## src/rtl/usbrx_pkg.sv

```systemverilog
package usbrx_pkg;
  localparam int REG_W  = 8;
  localparam int ADDR_W = 2;

  localparam logic [ADDR_W-1:0] ADDR_CFG  = 2'd0;
  localparam logic [ADDR_W-1:0] ADDR_STAT = 2'd1;

  // configuration byte fields
  localparam int CFG_EN  = 0;
  localparam int CFG_ISO = 1;

  // status byte fields (firmware decodes these positions)
  localparam int ST_SEQ    = 7;
  localparam int ST_SETUP  = 6;
  localparam int ST_STOVW  = 5;
  localparam int ST_EDOVW  = 4;
  localparam int ST_UNLOCK = 3;
  localparam int ST_COLL   = 2;

  typedef struct packed {
    logic seq;
    logic setup;
    logic st_ovw;
    logic ed_ovw;
    logic coll;
  } rx_stat_t;

  // toggle update: setup ack forces 1, OUT ack inverts, unlocked write loads
  function automatic logic seq_next(input logic cur, input logic setup_ack,
                                    input logic out_ack, input logic unlock,
                                    input logic wval);
    if (setup_ack)   return 1'b1;
    else if (out_ack) return ~cur;
    else if (unlock)  return wval;
    else              return cur;
  endfunction

  // sticky flag: hardware set takes priority over firmware clear
  function automatic logic flag_next(input logic cur, input logic hw_set,
                                     input logic fw_clr);
    if (hw_set)      return 1'b1;
    else if (fw_clr) return 1'b0;
    else             return cur;
  endfunction

  function automatic logic [REG_W-1:0] stat_to_byte(input rx_stat_t s);
    logic [REG_W-1:0] b;
    b = '0;
    b[ST_SEQ]   = s.seq;
    b[ST_SETUP] = s.setup;
    b[ST_STOVW] = s.st_ovw;
    b[ST_EDOVW] = s.ed_ovw;
    b[ST_COLL]  = s.coll;
    return b;
  endfunction
endpackage

```

## src/rtl/usbrx_ep_slice.sv

```systemverilog
module usbrx_ep_slice
  import usbrx_pkg::*;
#(
  parameter bit IS_CTRL = 1'b0,
  parameter bit ISO_CAP = 1'b0,
  parameter bit EN_RST  = 1'b0
) (
  input  logic             clk,
  input  logic             rst_n,
  input  logic             usb_rst,
  input  logic             wr_cfg_i,
  input  logic             wr_stat_i,
  input  logic [REG_W-1:0] wdata_i,
  input  logic             out_ack_i,
  input  logic             setup_tok_i,
  input  logic             setup_ack_i,
  input  logic             conflict_i,
  output logic             en_o,
  output logic             iso_o,
  output logic             seq_o,
  output logic [REG_W-1:0] cfg_byte_o,
  output logic [REG_W-1:0] stat_byte_o
);
  logic     en_q, iso_q;
  rx_stat_t st_q, st_d;

  // named internal events
  logic hw_out_ack, hw_setup_tok, hw_setup_ack, hw_conflict;
  logic fw_unlock, fw_clr_setup, fw_clr_ed, fw_clr_coll;

  assign hw_out_ack   = out_ack_i & en_q;
  assign hw_setup_tok = setup_tok_i & en_q & IS_CTRL;
  assign hw_setup_ack = setup_ack_i & en_q & IS_CTRL;
  assign hw_conflict  = conflict_i & en_q;

  assign fw_unlock    = wr_stat_i &  wdata_i[ST_UNLOCK];
  assign fw_clr_setup = wr_stat_i & ~wdata_i[ST_SETUP];
  assign fw_clr_ed    = wr_stat_i & ~wdata_i[ST_EDOVW];
  assign fw_clr_coll  = wr_stat_i & ~wdata_i[ST_COLL];

  logic unused_wbits;
  assign unused_wbits = ^{wdata_i[REG_W-1:CFG_ISO+1], wdata_i[ST_STOVW]};

  always_comb begin
    st_d.seq    = seq_next(st_q.seq, hw_setup_ack, hw_out_ack, fw_unlock,
                           wdata_i[ST_SEQ]);
    st_d.setup  = flag_next(st_q.setup, hw_setup_ack, fw_clr_setup);
    st_d.ed_ovw = flag_next(st_q.ed_ovw, hw_setup_ack, fw_clr_ed);
    st_d.coll   = flag_next(st_q.coll, hw_conflict, fw_clr_coll);
    if (hw_setup_ack)      st_d.st_ovw = 1'b0;
    else if (hw_setup_tok) st_d.st_ovw = 1'b1;
    else                   st_d.st_ovw = st_q.st_ovw;
  end

  always_ff @(posedge clk or negedge rst_n) begin
    if (!rst_n) begin
      st_q  <= '0;
      en_q  <= EN_RST;
      iso_q <= 1'b0;
    end else if (usb_rst) begin
      st_q  <= '0;
      en_q  <= EN_RST;
      iso_q <= 1'b0;
    end else begin
      st_q <= st_d;
      if (wr_cfg_i) begin
        en_q  <= wdata_i[CFG_EN];
        iso_q <= ISO_CAP & wdata_i[CFG_ISO];
      end
    end
  end

  assign en_o  = en_q;
  assign iso_o = iso_q;
  assign seq_o = st_q.seq;

  always_comb begin
    cfg_byte_o          = '0;
    cfg_byte_o[CFG_EN]  = en_q;
    cfg_byte_o[CFG_ISO] = iso_q;
  end
  assign stat_byte_o = stat_to_byte(st_q);

  assert_out_ack_toggles_R3: assert property (@(posedge clk) disable iff (!rst_n || usb_rst)
    hw_out_ack && !hw_setup_ack |=> st_q.seq != $past(st_q.seq));
  assert_seq_locked_R4: assert property (@(posedge clk) disable iff (!rst_n || usb_rst)
    wr_stat_i && !wdata_i[ST_UNLOCK] && !out_ack_i && !setup_ack_i |=> $stable(st_q.seq));
  assert_setup_ack_sets_R5: assert property (@(posedge clk) disable iff (!rst_n || usb_rst)
    hw_setup_ack |=> st_q.seq && st_q.setup);
  assert_stovw_readonly_R6: assert property (@(posedge clk) disable iff (!rst_n || usb_rst)
    wr_stat_i && !setup_tok_i && !setup_ack_i |=> $stable(st_q.st_ovw));
  assert_edovw_clears_stovw_R7: assert property (@(posedge clk) disable iff (!rst_n || usb_rst)
    hw_setup_ack |=> st_q.ed_ovw && !st_q.st_ovw);
  assert_coll_sticky_R8: assert property (@(posedge clk) disable iff (!rst_n || usb_rst)
    st_q.coll && !wr_stat_i |=> st_q.coll);
  assert_disabled_frozen_R9: assert property (@(posedge clk) disable iff (!rst_n || usb_rst)
    !en_q && !wr_stat_i && !wr_cfg_i |=> $stable(stat_byte_o));
  assert_hw_set_wins_R11: assert property (@(posedge clk) disable iff (!rst_n || usb_rst)
    hw_conflict && wr_stat_i |=> st_q.coll);
endmodule

```

## src/rtl/usbrx_rd_mux.sv

```systemverilog
module usbrx_rd_mux
  import usbrx_pkg::*;
#(
  parameter int NUM_EP = 4,
  localparam int EP_W  = $clog2(NUM_EP)
) (
  input  logic [EP_W-1:0]              sel_ep,
  input  logic [ADDR_W-1:0]            sel_addr,
  input  logic [NUM_EP-1:0][REG_W-1:0] cfg_bytes,
  input  logic [NUM_EP-1:0][REG_W-1:0] stat_bytes,
  output logic [REG_W-1:0]             rdata
);
  always_comb begin
    rdata = '0;
    for (int i = 0; i < NUM_EP; i++) begin
      if (sel_ep == EP_W'(i)) begin
        if (sel_addr == ADDR_CFG)       rdata = cfg_bytes[i];
        else if (sel_addr == ADDR_STAT) rdata = stat_bytes[i];
      end
    end
  end
endmodule

```

## src/rtl/usbrx_ep_regs.sv

```systemverilog
module usbrx_ep_regs
  import usbrx_pkg::*;
#(
  parameter int              NUM_EP       = 4,
  parameter logic [NUM_EP-1:0] CTRL_EP_MASK = 4'b0001,
  parameter logic [NUM_EP-1:0] ISO_EP_MASK  = 4'b1000,
  parameter logic [NUM_EP-1:0] EN_RST_MASK  = 4'b0001,
  localparam int EP_W = $clog2(NUM_EP)
) (
  input  logic              clk,
  input  logic              rst_n,
  input  logic              usb_rst,
  input  logic [EP_W-1:0]   cpu_ep,
  input  logic [ADDR_W-1:0] cpu_addr,
  input  logic              cpu_wr,
  input  logic [REG_W-1:0]  cpu_wdata,
  output logic [REG_W-1:0]  cpu_rdata,
  input  logic              cpu_last_rd,
  input  logic [EP_W-1:0]   ev_ep,
  input  logic              ev_out_ack,
  input  logic              ev_setup_tok,
  input  logic              ev_setup_ack,
  input  logic              ev_data_arrive,
  output logic              ev_accept,
  output logic [NUM_EP-1:0] ep_rx_en,
  output logic [NUM_EP-1:0] ep_rx_iso,
  output logic [NUM_EP-1:0] ep_rx_seq
);
  logic [NUM_EP-1:0][REG_W-1:0] cfg_bytes, stat_bytes;
  logic same_ep_collision;

  assign same_ep_collision = cpu_last_rd & ev_data_arrive & (cpu_ep == ev_ep);

  for (genvar i = 0; i < NUM_EP; i++) begin : g_ep
    logic cpu_hit, ev_hit;
    assign cpu_hit = cpu_wr & (cpu_ep == EP_W'(i));
    assign ev_hit  = (ev_ep == EP_W'(i));

    usbrx_ep_slice #(
      .IS_CTRL(CTRL_EP_MASK[i]),
      .ISO_CAP(ISO_EP_MASK[i]),
      .EN_RST (EN_RST_MASK[i])
    ) u_slice (
      .clk        (clk),
      .rst_n      (rst_n),
      .usb_rst    (usb_rst),
      .wr_cfg_i   (cpu_hit & (cpu_addr == ADDR_CFG)),
      .wr_stat_i  (cpu_hit & (cpu_addr == ADDR_STAT)),
      .wdata_i    (cpu_wdata),
      .out_ack_i  (ev_hit & ev_out_ack),
      .setup_tok_i(ev_hit & ev_setup_tok),
      .setup_ack_i(ev_hit & ev_setup_ack),
      .conflict_i (ev_hit & same_ep_collision),
      .en_o       (ep_rx_en[i]),
      .iso_o      (ep_rx_iso[i]),
      .seq_o      (ep_rx_seq[i]),
      .cfg_byte_o (cfg_bytes[i]),
      .stat_byte_o(stat_bytes[i])
    );
  end

  usbrx_rd_mux #(.NUM_EP(NUM_EP)) u_rd_mux (
    .sel_ep    (cpu_ep),
    .sel_addr  (cpu_addr),
    .cfg_bytes (cfg_bytes),
    .stat_bytes(stat_bytes),
    .rdata     (cpu_rdata)
  );

  assign ev_accept = ep_rx_en[ev_ep];

  assert_reserved_zero_R2: assert property (@(posedge clk) disable iff (!rst_n || usb_rst)
    cpu_addr == ADDR_STAT |-> cpu_rdata[ST_UNLOCK] == 1'b0 && cpu_rdata[1:0] == 2'b00);
  assert_iso_only_ep3_R10: assert property (@(posedge clk) disable iff (!rst_n || usb_rst)
    (ep_rx_iso & ~ISO_EP_MASK) == '0);
endmodule

```

## config.mk

```make
export PLATFORM = sky130hd
export DESIGN_NAME = usbrx_ep_regs
export DESIGN_NICKNAME = d
export VERILOG_FILES = /design/src/rtl/usbrx_pkg.sv /design/src/rtl/usbrx_ep_slice.sv /design/src/rtl/usbrx_rd_mux.sv /design/src/rtl/usbrx_ep_regs.sv
export SDC_FILE = /design/constraint.sdc
export NUM_CORES = 1
export LEC_CHECK = 0
export ABC_AREA = 0
export CORE_MARGIN = 5
export CORE_UTILIZATION = 47
export CTS_CLUSTER_DIAMETER = 100
export DETAILED_ROUTE_END_ITERATION = 10
export GPL_ROUTABILITY_DRIVEN = 0
export GPL_TIMING_DRIVEN = 0
export PLACE_DENSITY = 0.93
export SLEW_MARGIN = 40
export SYNTH_ARGS = -nofsm -noshare
export SYNTH_HDL_FRONTEND = slang
export SYNTH_SLANG_ARGS = --single-unit
```

## constraint.sdc

```tcl
create_clock -name clk -period 3.6 [get_ports clk]
set_clock_uncertainty 0.05 [all_clocks]
set_input_delay 0.72 -clock clk [delete_from_list [all_inputs] [get_ports clk]]
set_output_delay 0.72 -clock clk [all_outputs]
set_load 0.1 [all_outputs]
```

==> results.toml <==
[run_status]
outcome = "complete, no violations"

[yosys]
synth_top_flop_cell = "dfrtp_1"
synth.distinct_cells = 41
yosys_warnings = 0
synthesis.instances = 121
ys_ff_latch = 16
syn_area_mm2 = 0.00116
synth_enable_flop_cells = 0
syn_area_per_cell_um2 = 9.55
synth-async-reset-ratio_pct = 100
seq_area_frac_synth_pct = 34.7

[clocking]
worstSkewPairLatency_ps = 290
clk_pin_slew_worst_paths_ps = 100
ctsResizeCount = 0
cts_sinks = 16
cts_setup_buffers = 0
numCtsBuffers = 3
cts.path.max_buffers = 2
holdBufCountCts = 0
cts_tree = "yes"
cts_max_level = 1
clockRootBuffer = "clkbuf_4"

[global_routing]
grt_pass1_vias = 1059
grt_pass1_wl_um = 4880
antenna_found_initial = 0
grt_overflow_total = 0
grt_max_degree = 17
grt_use_total_pct = 18.1

[cells_and_area]
final_area_mm2 = 0.00150
multiInputGateArea_um2 = 612
seq_area_um2 = 402
area_delta_synth_final_pct = 30.0
fillCellCount = 202
drive_gt1_share_pct = 34.0
final_nets = 186
antenna_cells = 0

[pwr]
ir_drop_mv = 0.239
p_per_area_mw_per_mm2 = 294
combPwrFrac_pct = 29.6
p_leak_nw = 0.706
seqPwrFrac_pct = 42.5
p_int_w = 0.000291
p_sw_w = 0.000151
p_sw_share_pct = 34.2
clockPowerShare_pct = 28.0

[flow_run]
maxCapViolations = 0

[worst_setup_path]
timing.rr.start = "g_ep[0].u_slice.en_o"
ff2ff_path_depth = 4
critPathMaxFanout = 5
path_buf_inv = 2
crit_family = "buffers and inverters"
r2r_slack_ps = 2030
crit_path_top_delay_cell = "clkdlybuf4s50_1"
crit_path_end_kind = "primary output"
start_kind = "input port"
reg2reg_to = "g_ep[0].u_slice.seq_o"
crit_path_max_incr_delay_ps = 600
crit_type = "input port to primary output"
cp_cell_sequence = "clkdlybuf4s50_1 -> and3b_1 -> or4_1 -> buf_2"
crit_arrival_ps = 2390
worstPathRequired_ps = 2830

[placed_design]
pre_cts_ws_ps = 470
placed_cell_area_mm2 = 0.00147
io_buffers = 34
hpwl_um = 2270

[min_path]
hold_class = "input port to async pin"

[sta]
min_period_ps = 3160
fin_setup_tns_ps = 0
setup_ws_ps = 438
max_freq_mhz = 316
max-slew-margin-rel_pct = 66.1
maxSlewViolCount = 0
finalHoldViolations = 0
post-route-period-util_pct = 87.8
rsz0062_at_grt = "false"
finalSetupViolCount = 0
worst_pin_slew_ps = 507

[drt]
first_pass_iters = 4
wirelength_um = 2950
avgRoutedWirePerCell_um = 15.4
drc = 0
ant_nets = 0
num_vias = 1070
drt_iter0_markers = 39
vias_per_cell = 5.57

[die]
core-area_mm2 = 0.00241
start_util_pct = 48.0
rows = 18
die_area_mm2 = 0.00355
num_io_pins = 44
fp.dieH_um = 59.6
die_w_um = 59.6
logic make-up after synthesis:
family | share of synthesized area [%]
compound gates | 16.1
other cells | 0.324
flops | 34.7
buf+inv | 14.3
mux | 8.55
xor+xnor | 1.52
simple gates | 24.5
per-layer routing:
layer  track usage (%)  vias up  wire length [um]
li1                  -      508                 -
met1              22.6      509              1210
met2              29.8       47              1450
met3              3.92        6               230
met4              8.23        0                68
met5                 0        -                 0
layout make-up:
type	instances	share of cell area, %
Inverter	3	0.749
Tap cell	30	2.50
Sequential cell	16	26.7
Clock buffer	4	2.41
Buffer	19	10.2
Multi-Input combinational cell	86	40.7
Timing Repair Buffer	34	16.7
placed cells by master (no fill, tap or decap), types with 3 or more instances in the layout:
| cell type | instances |
|---|---|
| buf_2 | 19 |
| clkdlybuf4s50_1 | 16 |
| dfrtp_1 | 15 |
| nand2_1 | 14 |
| buf_4 | 13 |
| a21oi_1 | 9 |
| o21ai_0 | 8 |
| nor2_1 | 4 |
| and3_1 | 4 |
| nand3_1 | 4 |
| conb_1 | 4 |
| buf_6 | 3 |
| mux4_2 | 3 |
| nor3b_2 | 3 |
| inv_1 | 3 |
| a221oi_1 | 3 |
| a311oi_1 | 3 |
| and2b_1 | 3 |
| clkbuf_4 | 3 |
worst max-delay path by stage:
| stage | start | slack (ps) | end | depth (start not counted) |
|---|---|---|---|---|
| after floorplan | cpu_ep[1] | 140 | cpu_rdata[1] | 3 |
| final | ev_ep[1] | 440 | ev_accept | 4 |
| after CTS | ev_ep[1] | 440 | ev_accept | 4 |
| after detailed placement | ev_ep[1] | 470 | ev_accept | 4 |
| after global placement | ev_ep[1] | -200 | ev_accept | 4 |
| after global routing | ev_ep[1] | 390 | ev_accept | 4 |
through the flow:
stage / std cells / util (%) / hold slack, ps / power (W)
floorplan: 124 / - / 374 / 0.000282
global placement: 188 / 64.6 / 460 / 0.000323
detailed placement: 188 / 61.1 / 468 / 0.000322
CTS: 192 / 62.6 / 482 / 0.000443
global route: 192 / 62.4 / 295 / 0.000458
finish: 192 / 62.4 / 276 / 0.000441
state kept, by name, indices dropped and copies added (netlist names):
| signal | cells |
|---|---|
| g_ep.u_slice.iso_o | 1 |
| g_ep.u_slice.en_o | 4 |
| g_ep.u_slice.seq_o | 4 |
| g_ep.u_slice.stat_byte_o | 7 |
cell usage after synthesis (2+ instances only):
| master | number | area (um2) |
|---|---|---|
| dfrtp_1 | 15 | 375 |
| nand2_1 | 14 | 52.6 |
| buf_4 | 13 | 97.6 |
| a21oi_1 | 9 | 45.0 |
| o21ai_0 | 8 | 40.0 |
| and3_1 | 4 | 25.0 |
| nand3_1 | 4 | 20.0 |
| nor2_1 | 4 | 15.0 |
| a221oi_1 | 3 | 26.3 |
| a311oi_1 | 3 | 26.3 |
| and2b_1 | 3 | 22.5 |
| buf_6 | 3 | 33.8 |
| inv_1 | 3 | 11.3 |
| mux4_2 | 3 | 67.6 |
| and2_1 | 2 | 12.5 |
| and3_2 | 2 | 15.0 |
| mux2i_1 | 2 | 20.0 |
| nor3b_2 | 2 | 25.0 |
| xor2_1 | 2 | 17.5 |
power by group through the flow:
stage / sequential (W) / clock, W / combinational [W]
4_1_cts: 0.000187 / 0.000124 / 0.000132
3_3_place_gp: 0.000191 / 0 / 0.000133
2_1_floorplan: 0.000190 / 0 / 0.0000921
5_1_grt: 0.000188 / 0.000131 / 0.000138
6_report: 0.000187 / 0.000124 / 0.000130
3_5_place_dp: 0.000191 / 0 / 0.000131
No activity file was read; power rests on OpenSTA's default activity.
